### src/rtl/acl_pkg.sv
package acl_pkg;
  localparam int SLOT_W  = 20;
  localparam int TAG_W   = 16;
  localparam int N_SLOTS = 12;
  localparam int ADDR_W  = 7;
  localparam int DATA_W  = 16;
  localparam int GPIO_W  = 10;
  localparam int PCM_LO  = 3;
  localparam int PCM_HI  = 11;
  localparam int WR_SLOT = 2;

  localparam int N_PCM   = PCM_HI - PCM_LO + 1;
  localparam int FRAME_W = TAG_W + N_SLOTS * SLOT_W;
  localparam int POS_W   = $clog2(SLOT_W);
  localparam int SLOT_IW = $clog2(N_SLOTS + 1);
  localparam int KEEP_W  = PCM_HI + 1;   // frame flag plus tags of slots 1..PCM_HI
  localparam int HDR_W   = 1 + ADDR_W;   // read flag plus address

  typedef logic [SLOT_W-1:0]  word_t;
  typedef logic [SLOT_IW-1:0] sidx_t;
endpackage

### src/rtl/acl_deser.sv
module acl_deser
  import acl_pkg::*;
(
  input  logic              clk,
  input  logic              rst_n,
  input  logic              sync_i,
  input  logic              sdo_i,
  output logic              slot_end_o,
  output sidx_t             slot_idx_o,
  output word_t             word_o,
  output logic [KEEP_W-1:0] tags_o
);
  localparam logic [POS_W-1:0] TAG_LAST  = POS_W'(TAG_W - 1);
  localparam logic [POS_W-1:0] WORD_LAST = POS_W'(SLOT_W - 1);
  localparam sidx_t            LAST_SLOT = SLOT_IW'(N_SLOTS);

  logic              sync_q, run_q, run_n;
  logic [POS_W-1:0]  pos_q, pos_n, pos_c, last_pos;
  sidx_t             slot_q, slot_n, slot_c;
  word_t             sh_q, word;
  logic [KEEP_W-1:0] tags_q;
  logic              rise, act, slot_end, tag_en;

  // next state
  always_comb begin
    rise     = sync_i & ~sync_q;
    act      = rise | run_q;
    pos_c    = rise ? '0 : pos_q;
    slot_c   = rise ? '0 : slot_q;
    last_pos = (slot_c == '0) ? TAG_LAST : WORD_LAST;
    slot_end = act & (pos_c == last_pos);
    word     = {sh_q[SLOT_W-2:0], sdo_i};
    tag_en   = slot_end & (slot_c == '0);
    pos_n    = pos_c + 1'b1;
    slot_n   = slot_c;
    run_n    = act;
    if (slot_end) begin
      pos_n  = '0;
      slot_n = slot_c + 1'b1;
      run_n  = (slot_c != LAST_SLOT);
    end
  end

  // registers
  always_ff @(posedge clk or negedge rst_n) begin
    if (!rst_n) begin
      sync_q <= 1'b0;
      run_q  <= 1'b0;
      pos_q  <= '0;
      slot_q <= '0;
      sh_q   <= '0;
      tags_q <= '0;
    end else begin
      sync_q <= sync_i;
      run_q  <= run_n;
      if (act) begin
        pos_q  <= pos_n;
        slot_q <= slot_n;
        sh_q   <= word;
      end
      if (tag_en) tags_q <= word[TAG_W-1 -: KEEP_W];
    end
  end

  assign slot_end_o = slot_end;
  assign slot_idx_o = slot_c;
  assign word_o     = word;
  assign tags_o     = tags_q;
endmodule

### src/rtl/acl_regwr.sv
module acl_regwr
  import acl_pkg::*;
(
  input  logic              clk,
  input  logic              rst_n,
  input  logic              slot_end_i,
  input  sidx_t             slot_idx_i,
  input  logic [DATA_W-1:0] hi_i,
  input  logic              ok1_i,
  input  logic              ok2_i,
  input  logic              codec_rdy_i,
  output logic              wr_stb_o,
  output logic [ADDR_W-1:0] wr_addr_o,
  output logic [DATA_W-1:0] wr_data_o
);
  localparam sidx_t HDR_SLOT = SLOT_IW'(WR_SLOT - 1);
  localparam sidx_t DAT_SLOT = SLOT_IW'(WR_SLOT);

  logic [HDR_W-1:0]  hdr_q;
  logic [ADDR_W-1:0] addr_q;
  logic [DATA_W-1:0] data_q;
  logic              stb_q, hdr_en, dat_hit, go;

  always_comb begin
    hdr_en  = slot_end_i & (slot_idx_i == HDR_SLOT);
    dat_hit = slot_end_i & (slot_idx_i == DAT_SLOT);
    go      = dat_hit & ok1_i & ok2_i & ~hdr_q[HDR_W-1] & codec_rdy_i;
  end

  always_ff @(posedge clk or negedge rst_n) begin
    if (!rst_n) begin
      hdr_q  <= '0;
      addr_q <= '0;
      data_q <= '0;
      stb_q  <= 1'b0;
    end else begin
      stb_q <= go;
      if (hdr_en) hdr_q <= hi_i[DATA_W-1 -: HDR_W];
      if (go) begin
        addr_q <= hdr_q[ADDR_W-1:0];
        data_q <= hi_i;
      end
    end
  end

  assign wr_stb_o  = stb_q;
  assign wr_addr_o = addr_q;
  assign wr_data_o = data_q;
endmodule

### src/rtl/acl_slotsink.sv
module acl_slotsink
  import acl_pkg::*;
(
  input  logic                     clk,
  input  logic                     rst_n,
  input  logic                     slot_end_i,
  input  sidx_t                    slot_idx_i,
  input  word_t                    word_i,
  input  logic [N_PCM-1:0]         ok_i,
  output logic [N_PCM-1:0]         pcm_vld_o,
  output logic [N_PCM*SLOT_W-1:0]  pcm_data_o,
  output logic [GPIO_W-1:0]        gpio_o
);
  localparam sidx_t GP_SLOT = SLOT_IW'(N_SLOTS);

  for (genvar k = 0; k < N_PCM; k++) begin : g_lane
    localparam sidx_t MY_SLOT = SLOT_IW'(PCM_LO + k);
    logic  hit, v_q;
    word_t d_q;

    always_comb hit = slot_end_i & (slot_idx_i == MY_SLOT) & ok_i[k];

    always_ff @(posedge clk or negedge rst_n) begin
      if (!rst_n) begin
        v_q <= 1'b0;
        d_q <= '0;
      end else begin
        v_q <= hit;
        if (hit) d_q <= word_i;
      end
    end

    assign pcm_vld_o[k]                   = v_q;
    assign pcm_data_o[k*SLOT_W +: SLOT_W] = d_q;
  end

  logic              gp_en;
  logic [GPIO_W-1:0] gp_q;

  always_comb gp_en = slot_end_i & (slot_idx_i == GP_SLOT);

  always_ff @(posedge clk or negedge rst_n) begin
    if (!rst_n)     gp_q <= '0;
    else if (gp_en) gp_q <= word_i[SLOT_W-1 -: GPIO_W];
  end

  assign gpio_o = gp_q;
endmodule

### src/rtl/acl_out_decoder.sv
module acl_out_decoder
  import acl_pkg::*;
(
  input  logic                     clk,
  input  logic                     rst_n,
  input  logic                     sync_i,
  input  logic                     sdo_i,
  input  logic                     codec_rdy_i,
  output logic                     wr_stb_o,
  output logic [ADDR_W-1:0]        wr_addr_o,
  output logic [DATA_W-1:0]        wr_data_o,
  output logic [N_PCM-1:0]         pcm_vld_o,
  output logic [N_PCM*SLOT_W-1:0]  pcm_data_o,
  output logic [GPIO_W-1:0]        gpio_o
);
  logic              slot_end, fv, ok1, ok2;
  sidx_t             slot_idx;
  word_t             word;
  logic [KEEP_W-1:0] tags;
  logic [N_PCM-1:0]  pcm_ok;

  acl_deser u_deser (
    .clk        (clk),
    .rst_n      (rst_n),
    .sync_i     (sync_i),
    .sdo_i      (sdo_i),
    .slot_end_o (slot_end),
    .slot_idx_o (slot_idx),
    .word_o     (word),
    .tags_o     (tags)
  );

  // tags[KEEP_W-1] is the frame flag; tags[KEEP_W-1-s] is slot s
  always_comb begin
    fv  = tags[KEEP_W-1];
    ok1 = fv & tags[KEEP_W-1-(WR_SLOT-1)];
    ok2 = fv & tags[KEEP_W-1-WR_SLOT];
    for (int k = 0; k < N_PCM; k++) pcm_ok[k] = fv & tags[KEEP_W-1-(PCM_LO+k)];
  end

  acl_regwr u_regwr (
    .clk         (clk),
    .rst_n       (rst_n),
    .slot_end_i  (slot_end),
    .slot_idx_i  (slot_idx),
    .hi_i        (word[SLOT_W-1 -: DATA_W]),
    .ok1_i       (ok1),
    .ok2_i       (ok2),
    .codec_rdy_i (codec_rdy_i),
    .wr_stb_o    (wr_stb_o),
    .wr_addr_o   (wr_addr_o),
    .wr_data_o   (wr_data_o)
  );

  acl_slotsink u_sink (
    .clk        (clk),
    .rst_n      (rst_n),
    .slot_end_i (slot_end),
    .slot_idx_i (slot_idx),
    .word_i     (word),
    .ok_i       (pcm_ok),
    .pcm_vld_o  (pcm_vld_o),
    .pcm_data_o (pcm_data_o),
    .gpio_o     (gpio_o)
  );
endmodule

### config.mk
export PLATFORM = sky130hd
export DESIGN_NAME = acl_out_decoder
export DESIGN_NICKNAME = d
export VERILOG_FILES = /design/src/rtl/acl_pkg.sv /design/src/rtl/acl_deser.sv /design/src/rtl/acl_regwr.sv /design/src/rtl/acl_slotsink.sv /design/src/rtl/acl_out_decoder.sv
export SDC_FILE = /design/constraint.sdc
export NUM_CORES = 1
export LEC_CHECK = 0
export ABC_AREA = 0
export BUFFER_PORTS_ARGS = -buffer_cell sky130_fd_sc_hd__buf_4
export CORE_AREA = 4 4 194 196
export DETAILED_ROUTE_END_ITERATION = 16
export DIE_AREA = 0 0 198 200
export SLEW_MARGIN = 20
export SYNTH_ARGS = -nofsm -noshare
export SYNTH_HDL_FRONTEND = slang
export SYNTH_SLANG_ARGS = --single-unit
### constraint.sdc
create_clock -name clk -period 5.7 [get_ports clk]
set_clock_uncertainty 0.2 [all_clocks]
set_input_delay 0.285 -clock clk [delete_from_list [all_inputs] [get_ports clk]]
set_output_delay 0.285 -clock clk [all_outputs]
set_load 0.05 [all_outputs]
==> results of run 1 <==
[cell usage after synthesis (3+ instances only)]
master / count / share of area (%)
dfrtp_1: 273 / 64
mux2_2: 216 / 23
mux2_1: 37 / 3.9
clkbuf_1: 23 / 0.81
buf_4: 19 / 1.3
nand2_1: 15 / 0.53
buf_2: 14 / 0.66
nand3_1: 12 / 0.56
nor3_1: 8 / 0.38
inv_1: 7 / 0.25
nor4_2: 7 / 0.82
nor2_1: 6 / 0.21
nor4_1: 6 / 0.35
ha_1: 5 / 0.59
buf_1: 4 / 0.14
o21ai_0: 4 / 0.19
nand2b_1: 3 / 0.18
nand4b_1: 3 / 0.25
[what timing repair did]
action,in CTS,in global routing
hold endpoints to repair,143,0
gates resized for setup,0,0
buffers inserted,0,0
hold buffers,4,0
[layout make-up]
type	instances	area [sq um]	share of cell area, %
flip-flops and latches	273	6830	49.1
multi-input cells	347	3570	25.6
repair buffers	247	1880	13.5
clock buffers	45	928	6.67
well taps	468	586	4.21
clock inverters	11	91.3	0.656
inverters	7	26.3	0.189
[stage by stage]
step	setup WS [ns]	hold WS [ns]	total power (uW)	cells	area (sq um)
2_1_floorplan	2.66	-0.211	2170	688	10700
3_3_place_gp	2.11	0.213	2270	1338	12900
3_5_place_dp	1.95	0.214	2280	1338	12900
4_1_cts	1.93	0.182	4270	1398	13900
5_1_grt	1.73	0.195	4370	1398	13900
6_report	1.94	0.220	4200	1398	13900
[final timing paths]
kind | startpoint | end | slack (ns) | cells past startpoint
hold reg to reg | u_sink.g_lane[8].d_q[7] | u_sink.g_lane[8].d_q[7] | 0.29 | 1
hold / removal | rst_n | u_sink.g_lane[1].d_q[5] | 0.22 | 2
setup / recovery | u_deser.sync_q | u_sink.g_lane[1].d_q[5] | 1.94 | 10
setup reg to reg | u_deser.sync_q | u_sink.g_lane[1].d_q[5] | 1.94 | 10
max in group asynchronous | rst_n | u_sink.g_lane[2].d_q[16] | 3.66 | 3
min in group clk | sync_i | u_deser.sync_q | 0.22 | 2
[cell families (layout without fill, tap and decap cells)]
group	count (synthesis)	in the layout
AND/OR/NAND/NOR	72	72
AO/OA/AOI/OAI	15	15
buffers and inverters	68	310
XOR/XNOR	1	1
adder cells (fa/ha/maj)	5	5
flip-flops	273	273
multiplexers	254	254
[worst max-delay path, cell delays in order (launching register included)]
cell and delay [ns]:
dfrtp_1 0.37, nand2b_1 0.33, nand2_1 0.23, ha_1 0.35
nand4b_1 0.16, nor4_2 0.29, o221ai_2 0.23, buf_4 0.28
nor4_2 0.49, buf_4 0.32, mux2_2 0.36
[flip-flops by register name (all words and copies together) (netlist names)]
| name | cells |
|---|---|
| u_sink.g_lane.v_q | 9 |
| u_sink.gpio_o | 10 |
| u_deser.run_q | 1 |
| u_deser.pos_q | 5 |
| u_deser.sync_q | 1 |
| u_regwr.wr_stb_o | 1 |
| u_deser.slot_q | 4 |
| u_deser.tags_o | 12 |
| u_deser.sh_q | 19 |
| u_regwr.hdr_q | 8 |
| u_regwr.wr_addr_o | 7 |
| u_sink.g_lane.d_q | 180 |
| u_regwr.wr_data_o | 16 |
[where the power goes]
| group | total, uW | switching [uW] | internal [uW] |
|---|---|---|---|
| Combinational | 166 | 101 | 64.3 |
| Clock | 1960 | 791 | 1170 |
| Sequential | 2080 | 91.0 | 1980 |
| Total | 4200 | 983 | 3220 |
[metal layers]
| metal | share of wire [%] | routed length [um] |
|---|---|---|
| met5 | 0 | 0 |
| met1 | 42 | 12000 |
| met2 | 51 | 14500 |
| met4 | 2.2 | 622 |
| met3 | 4.8 | 1360 |
==> out/results.txt, run 1 <==
Status: complete, no violations
First-pass GRT wire length: 42300 um
Vias per cell: 4.61
Routed Antenna Nets: 0
Vias: 6440
CTS sink count: 273
Fmax: 266 MHz
Final Cycle Share: 66.0%
Initial antenna violation count: 0
Top FF cell, synth: dfrtp_1
Fraction of layout cells with a size suffix above 1: 56.6%
Unrepaired setup endpoints after global routing: false
DRT iter0 DRCs: 329
CORE AREA: 36100 sq um
Synth async-reset ratio: 100%
Initial Util: 29.5%
Root buffer cell: clkbuf_16
Clock latency on the worst-skew pair: 0.56 ns
Flops & latches, synth: 273
Die area: 39600 sq um
Post-synth EDFFs: 0
Mux cell area share after synthesis: 26.8%
# setup viols final: 0
Pin count of the biggest net entering global routing: 143
Synth Area in Simple Gates: 4.03%
Residual DRC count: 0
Placer Congestion: 0.768
I/O pin cnt: 228
Synthesized area per cell: 15.5 sq um
Synthesized cell area: 10700 sq um
Syn nets: 698
Commonest non-fill, non-tap cell in the layout: dfrtp_1
Fin util: 38.6%
I/O Buffers: 227
Worst-path clk slew: 0.06 ns
Startpoint Class: flop
Max H-tree Level: 1
CP endpoint kind: flop
Max cap viols: 0
Hpwl dp: 19100 um
Xor and xnor area share after synthesis: 0.0822%
Slew margin rel.: 31.3%
Die Y: 200 um
Vias in the first global route: 6465
Fillers: 3444
GR peak layer: met2
Critical path type: flop to flop
Dominant combinational cell family by area after synthesis: multiplexers
Setup tns final: 0 ns
Post-Synth Adder-Cell Area: 0.587%
Min-Delay Path Class: input pin to async pin
Worst-margin pin slew: 1.03 ns
Commonest cells after routing, fill and taps aside: 273 x dfrtp_1, 241 x buf_4, 216 x mux2_2
Synth Instances: 688
Met2 Usage GRT: 24.0%
Final hold vios: 0
Netlist cell types: 39
Slew Limit Fails: 0
Compound-Gate Fraction of Synth Area: 1.15%
Pwr Density: 302 nW/um^2
M3 GR Usage: 2.95%
Post-synthesis sequential area ratio: 64.1%
Synth warnings: 0
Longest Clk Path Bufs: 3
Nets: 917
Grt ovf: 0
Area grow syn2layout: 30.5%
Chip Width: 198 um
Leakage: 0.00725 uW
Post-route minimum period: 3.76 ns
Drt total wl: 28400 um
GRT Util Overall: 13.8%
CTS tree: done
Number of detailed-route iterations in the first pass: 4
Worst Path Required: 5.92 ns
Cell row count: 70
# diodes: 0
CP Max Fanout: 20
Wire length per cell: 20.3 um
Worst EP arrival: 3.99 ns
Peak supply drop: 0.192 mV
Cts bufs inserted: 31
Met1 GRT Util: 17.9%
Power figures use the tool's default switching activity.
==> run 2: changes to the inputs <==
Clock period 5.7 ns to 3.1 ns, I/O delays scaled along.
==> out/results.txt, run 2 (synthesized netlist as in run 1, its figures left out) <==
Crit path depth: 11 (was 10)
Clock latency on the worst-skew pair: 0.54 ns (was 0.56 ns)
Setup tns final: 0 ns (unchanged)
Critical path type: flop to flop (unchanged)
Max H-tree Level: 1 (unchanged)
Pin count of the biggest net entering global routing: 89 (was 143)
CP Cell Sequence: nand2b_4 > nand2_2 > ha_4 > nand4b_1 > nor4_4 > o221ai_4 > buf_4 > nor4_4 > buf_4 > buf_6 > mux2_2 (was nand2b_1 > nand2_1 > ha_1 > nand4b_1 > nor4_2 > o221ai_2 > buf_4 > nor4_2 > buf_4 > mux2_2)
Cts bufs inserted: 30 (was 31)
Initial Util: 29.5% (unchanged)
Placer Congestion: 0.785 (was 0.768)
Die Y: 200 um (unchanged)
CP endpoint kind: flop (unchanged)
I/O Buffers: 227 (unchanged)
I/O pin cnt: 228 (unchanged)
Reg with most FFs: u_sink.g_lane.d_q (unchanged)
Min-Delay Path Class: input pin to async pin (unchanged)
Violated checks: negative hold slack
Max reg flops: 180 (unchanged)
Max cap viols: 0 (unchanged)
Fillers: 3453 (was 3444)
Number of detailed-route iterations in the first pass: 4 (unchanged)
Root buffer cell: clkbuf_16 (unchanged)
Final Cycle Share: 95.4% (was 66.0%)
Fraction of layout cells with a size suffix above 1: 57.3% (was 56.6%)
Worst EP arrival: 3.19 ns (was 3.99 ns)
CORE AREA: 36100 sq um (unchanged)
Initial antenna violation count: 0 (unchanged)
Chip Width: 198 um (unchanged)
Longest Clk Path Bufs: 3 (unchanged)
Vias per cell: 4.61 (about the same)
Worst reg2reg path depth: 11 (was 10)
Die area: 39600 sq um (unchanged)
Nets: 940 (was 917)
Cell row count: 70 (unchanged)
CP Max Fanout: 5 (was 20)
Crit path buf inv count: 3 (was 2)
Status: complete, but fails checks (was complete, no violations)
DRT iter0 DRCs: 223 (was 329)
Placed cells: 1352 (was 1338)
Leakage: 0.00739 uW (was 0.00725 uW)
Crit-path max cell delay: 0.38 ns (was 0.49 ns)
GRT Util Overall: 14.2% (was 13.8%)
Finished Layout Cells: 1415 (was 1398)
Final hold vios: 2 (was 0)
Worst-margin pin slew: 0.719 ns (was 1.03 ns)
# diodes: 0 (unchanged)
# setup viols final: 0 (unchanged)
Slew Limit Fails: 0 (unchanged)
Residual DRC count: 0 (unchanged)
First-pass GRT wire length: 43200 um (was 42300 um)
R2R setup slack: 0.14 ns (was 1.94 ns)
Post-route minimum period: 2.96 ns (was 3.76 ns)
Slew margin rel.: 52.1% (was 31.3%)
Routed Antenna Nets: 0 (unchanged)
Worst-path clk slew: 0.06 ns (about the same)
Wire length per cell: 20.7 um (was 20.3 um)
CTS tree: done (unchanged)
Worst Path Required: 3.33 ns (was 5.92 ns)
Grt ovf: 0 (unchanged)
CP delay by family, top: simple AND/OR/NAND/NOR gates (unchanged)
Commonest cells after routing, fill and taps aside: 273 x dfrtp_1, 252 x buf_4, 216 x mux2_2 (was 273 x dfrtp_1, 241 x buf_4, 216 x mux2_2)
CP max-delay cell: nor4_4 (was nor4_2)
Vias: 6526 (was 6440)
Drt total wl: 29300 um (was 28400 um)
CTS sink count: 273 (unchanged)
Pwr Density: 531 nW/um^2 (was 302 nW/um^2)
Commonest non-fill, non-tap cell in the layout: dfrtp_1 (unchanged)
Final Hold Slack: -0.00189 ns (was 0.220 ns)
Hpwl dp: 19500 um (was 19100 um)
Area grow syn2layout: 33.3% (was 30.5%)
Power Total: 7540 uW (was 4200 uW)
Startpoint Class: flop (unchanged)
Vias in the first global route: 6751 (was 6465)
Peak supply drop: 0.391 mV (was 0.192 mV)
Fmax: 338 MHz (was 266 MHz)
==> run 2: worst paths after layout <==
path,start,endpoint
min in group clk,sync_i,u_deser.sync_q
max in group asynchronous,rst_n,u_sink.g_lane[2].d_q[17]
max,u_deser.sync_q,u_sink.g_lane[8].d_q[3]
min reg2reg,u_sink.g_lane[8].d_q[19],u_sink.g_lane[8].d_q[19]
max reg2reg,u_deser.sync_q,u_sink.g_lane[8].d_q[3]
min,rst_n,u_sink.g_lane[8].d_q[1]
==> run 2: layer usage <==
metal | share of wire [%] | wire, um | vias up | global-route usage [%]
li1 | - | - | 2909 | -
met2 | 50 | 14800 | 144 | 24.0
met5 | 0 | 0 | - | 0
met4 | 3.0 | 871 | 0 | 4.23
met1 | 42 | 12200 | 3427 | 18.5
met3 | 4.9 | 1430 | 46 | 2.79
==> run 2: cell type report <==
class                   count  area (sq um)  share of cell area (%)
clock buffers              44           865                    6.08
clock inverters             5          56.3                   0.396
inverters                   7          26.3                   0.185
multi-input cells         347          3640                    25.6
flip-flops and latches    273          6830                    48.1
well taps                 468           586                    4.12
repair buffers            271          2200                    15.5
==> run 2: per-stage QoR <==
| stage | hold WS [ns] | instance area (sq um) | worst slack (ns) | utilization (%) |
|---|---|---|---|---|
| after floorplan | -0.341 | 10700 | 0.0597 | - |
| after global placement | 0.0260 | 13100 | 0.0723 | 36.2 |
| after detailed placement | 0.0283 | 13100 | 0.0523 | 36.2 |
| after CTS | 0.0231 | 14000 | 0.0189 | 38.9 |
| after global routing | 0.0513 | 14200 | -0.00523 | 39.4 |
| final | -0.00189 | 14200 | 0.143 | 39.4 |
==> run 2: timing repair <==
action                                 in CTS  in global routing
hold buffers                                4                  0
setup endpoints to repair                   0                221
resized for setup                           0                 17
buffers inserted                            0                  6
endpoints found under the hold margin     194                  0
==> run 2: report_power, final <==
group / leakage (uW) / switching, uW / internal [uW]
combinational: 0.00319 / 229 / 143
sequential: 0.00375 / 154 / 3650
clock: 0.000448 / 1380 / 1990
total: 0.00739 / 1760 / 5780
==> run 3: changes to the inputs <==
Clock period 3.1 ns to 2.9 ns, I/O delays scaled along.
==> out/results.txt, run 3 (synthesized netlist as in run 1, its figures left out) <==
Reg with most FFs: u_sink.g_lane.d_q (unchanged)
Met2 Wirelength: 16500 um (was 14800 um)
Vias: 6678 (was 6526)
Worst-path clk slew: 0.06 ns (about the same)
# setup viols final: 4 (was 0)
Clock network fraction of total power: 46.7% (was 44.7%)
Unrepaired setup endpoints after global routing: true
Switching Fraction: 23.6% (was 23.4%)
Clock latency on the worst-skew pair: 0.54 ns (about the same)
CP max-delay cell: a2111oi_4 (was nor4_4)
Longest Clk Path Bufs: 3 (unchanged)
CTS tree: done (unchanged)
Initial antenna violation count: 0 (unchanged)
Cts bufs inserted: 30 (unchanged)
Final hold vios: 0 (was 2)
Top routing layer used: met4 (unchanged)
Crit path buf inv count: 5 (was 3)
Final Cycle Share: 100% (was 95.4%)
DRT iter0 DRCs: 242 (was 223)
Worst-margin pin slew: 0.765 ns (was 0.719 ns)
Cell row count: 70 (unchanged)
CORE AREA: 36100 sq um (unchanged)
RR Startpoint: u_deser.sync_q (unchanged)
Nets: 962 (was 940)
Power Total: 8390 uW (was 7540 uW)
CP Max Fanout: 5 (unchanged)
Peak supply drop: 0.463 mV (was 0.391 mV)
FF+latch area: 6830 sq um (unchanged)
Fraction of layout cells with a size suffix above 1: 60.9% (was 57.3%)
Top cell by count, worst path: buf_6
Placer Congestion: 0.794 (was 0.785)
Final worst slack: -0.0108 ns (was 0.143 ns)
Post-route minimum period: 2.91 ns (was 2.96 ns)
Routed Antenna Nets: 0 (unchanged)
Wire length per cell: 22.2 um (was 20.7 um)
P_int: 6410 uW (was 5780 uW)
Commonest cells after routing, fill and taps aside: 273 x dfrtp_1, 252 x buf_4, 168 x mux2_2 (was 273 x dfrtp_1, 252 x buf_4, 216 x mux2_2)
Min-Delay Path Class: input pin to async pin (unchanged)
RR Endpoint: u_sink.g_lane[5].d_q[6] (was u_sink.g_lane[8].d_q[3])
Worst Path Required: 3.13 ns (was 3.33 ns)
CP endpoint kind: flop (unchanged)
I/O Buffers: 227 (unchanged)
Drt total wl: 32000 um (was 29300 um)
Slew Limit Fails: 0 (unchanged)
Area grow syn2layout: 40.0% (was 33.3%)
Root buffer cell: clkbuf_16 (unchanged)
Commonest non-fill, non-tap cell in the layout: dfrtp_1 (unchanged)
Hpwl dp: 19900 um (was 19500 um)
Final Hold Slack: 0.0393 ns (was -0.00189 ns)
Chip Width: 198 um (unchanged)
Die area: 39600 sq um (unchanged)
R2R setup slack: -0.01 ns (was 0.14 ns)
Met3 wire len: 1700 um (was 1430 um)
Pwr Density: 562 nW/um^2 (was 531 nW/um^2)
Grt ovf: 0 (unchanged)
CTS sink count: 273 (unchanged)
Slew margin rel.: 49.0% (was 52.1%)
P_sw: 1980 uW (was 1760 uW)
Startpoint Class: flop (unchanged)
Vias in the first global route: 6822 (was 6751)
Max cap viols: 0 (unchanged)
Max H-tree Level: 1 (unchanged)
Die Y: 200 um (unchanged)
Pin count of the biggest net entering global routing: 86 (was 89)
Residual DRC count: 0 (unchanged)
CP Cell Sequence: nand2b_4 > nand2_4 > ha_4 > buf_6 > a2111oi_4 > o221ai_2 > buf_12 > buf_8 > nor4_4 > buf_6 > clkbuf_16 > mux2_4 (was nand2b_4 > nand2_2 > ha_4 > nand4b_1 > nor4_4 > o221ai_4 > buf_4 > nor4_4 > buf_4 > buf_6 > mux2_2)
Status: complete, but fails checks (unchanged)
I/O pin cnt: 228 (unchanged)
Worst EP arrival: 3.14 ns (was 3.19 ns)
Critical path type: flop to flop (unchanged)
# diodes: 0 (unchanged)
GRT Util Overall: 14.5% (was 14.2%)
Max reg flops: 180 (unchanged)
Worst reg2reg path depth: 12 (was 11)
Crit-path max cell delay: 0.37 ns (was 0.38 ns)
Area of the multi-input gates: 3870 sq um (was 3640 sq um)
Gate power share: 4.8% (was 4.9%)
Number of detailed-route iterations in the first pass: 4 (unchanged)
DRT met1 WL: 13300 um (was 12200 um)
Flop pwr share: 48.4% (was 50.4%)
Fillers: 3369 (was 3453)
Initial Util: 29.5% (unchanged)
Leakage: 0.00766 uW (was 0.00739 uW)
First-pass GRT wire length: 44400 um (was 43200 um)
Violated checks: negative setup slack (was negative hold slack)
Vias per cell: 4.62 (was 4.61)
Fmax: 344 MHz (was 338 MHz)
CP delay by family, top: buffers and inverters (was simple AND/OR/NAND/NOR gates)
run 3: area by class of cell:
cell class | count | share of cell area (%)
multi-input combinational | 347 | 26.0
clock inverter | 17 | 1.16
timing repair buffer | 293 | 17.3
tap | 468 | 3.92
sequential | 273 | 45.8
clock buffer | 39 | 5.74
inverter | 7 | 0.176
run 3: through the flow:
step           instance area [sq um]  setup TNS (ns)  worst slack [ns]  utilization (%)  std cells
2_1_floorplan                  10700          -0.440          -0.00939                -        688
3_3_place_gp                   13100           -3.99           -0.0812             36.3       1356
3_5_place_dp                   13100           -7.56           -0.0955             36.3       1356
4_1_cts                        14300               0           0.00387             39.6       1422
5_1_grt                        14900           -7.66            -0.138             41.4       1444
6_report                       14900         -0.0302           -0.0108             41.4       1444
run 3: worst max-delay path by stage:
stage,start,end,slack [ns],depth (start not counted)
after floorplan,u_deser.sync_q,u_sink.g_lane[7].d_q[0],-0.009,11
after global placement,u_deser.sync_q,u_sink.g_lane[5].d_q[19],-0.08,10
after detailed placement,u_deser.sync_q,u_sink.g_lane[5].d_q[8],-0.1,10
after CTS,u_deser.sync_q,u_sink.g_lane[5].d_q[9],0.004,11
after global routing,u_deser.sync_q,u_sink.g_lane[5].d_q[8],-0.14,12
final,u_deser.sync_q,u_sink.g_lane[5].d_q[6],-0.01,12
run 3: worst reg2reg max path, delay by kind of cell (launching register included):
family | cells | cell delay [ns]
flip-flops | 1 | 0.34
AND/OR/NAND/NOR | 3 | 0.47
buffers and inverters | 5 | 0.77
AO/OA/AOI/OAI | 2 | 0.56
adder cells (fa/ha/maj) | 1 | 0.16
multiplexers | 1 | 0.30
run 3: power by group through the flow:
stage | logic, uW | clock network, uW | registers, uW
2_1_floorplan | 244 | 0 | 4030
3_3_place_gp | 369 | 0 | 4130
3_5_place_dp | 375 | 0 | 4130
4_1_cts | 402 | 4040 | 4060
5_1_grt | 453 | 4200 | 4080
6_report | 406 | 3920 | 4070
run 3: repair_timing:
| item | in CTS | in global routing |
|---|---|---|
| gates resized for setup | 7 | 100 |
| gates cloned | 1 | 12 |
| endpoints found under the setup margin | 179 | 221 |
| buffers inserted | 4 | 10 |
| endpoints found under the hold margin | 292 | 0 |
| pin swaps | 3 | 10 |
| hold buffers | 5 | 0 |
run 3: routing by layer:
layer / track usage (%) / vias to the layer above
li1: - / 2956
met2: 25.3 / 168
met4: 3.52 / 0
met3: 2.94 / 37
met5: 0 / -
met1: 18.8 / 3517
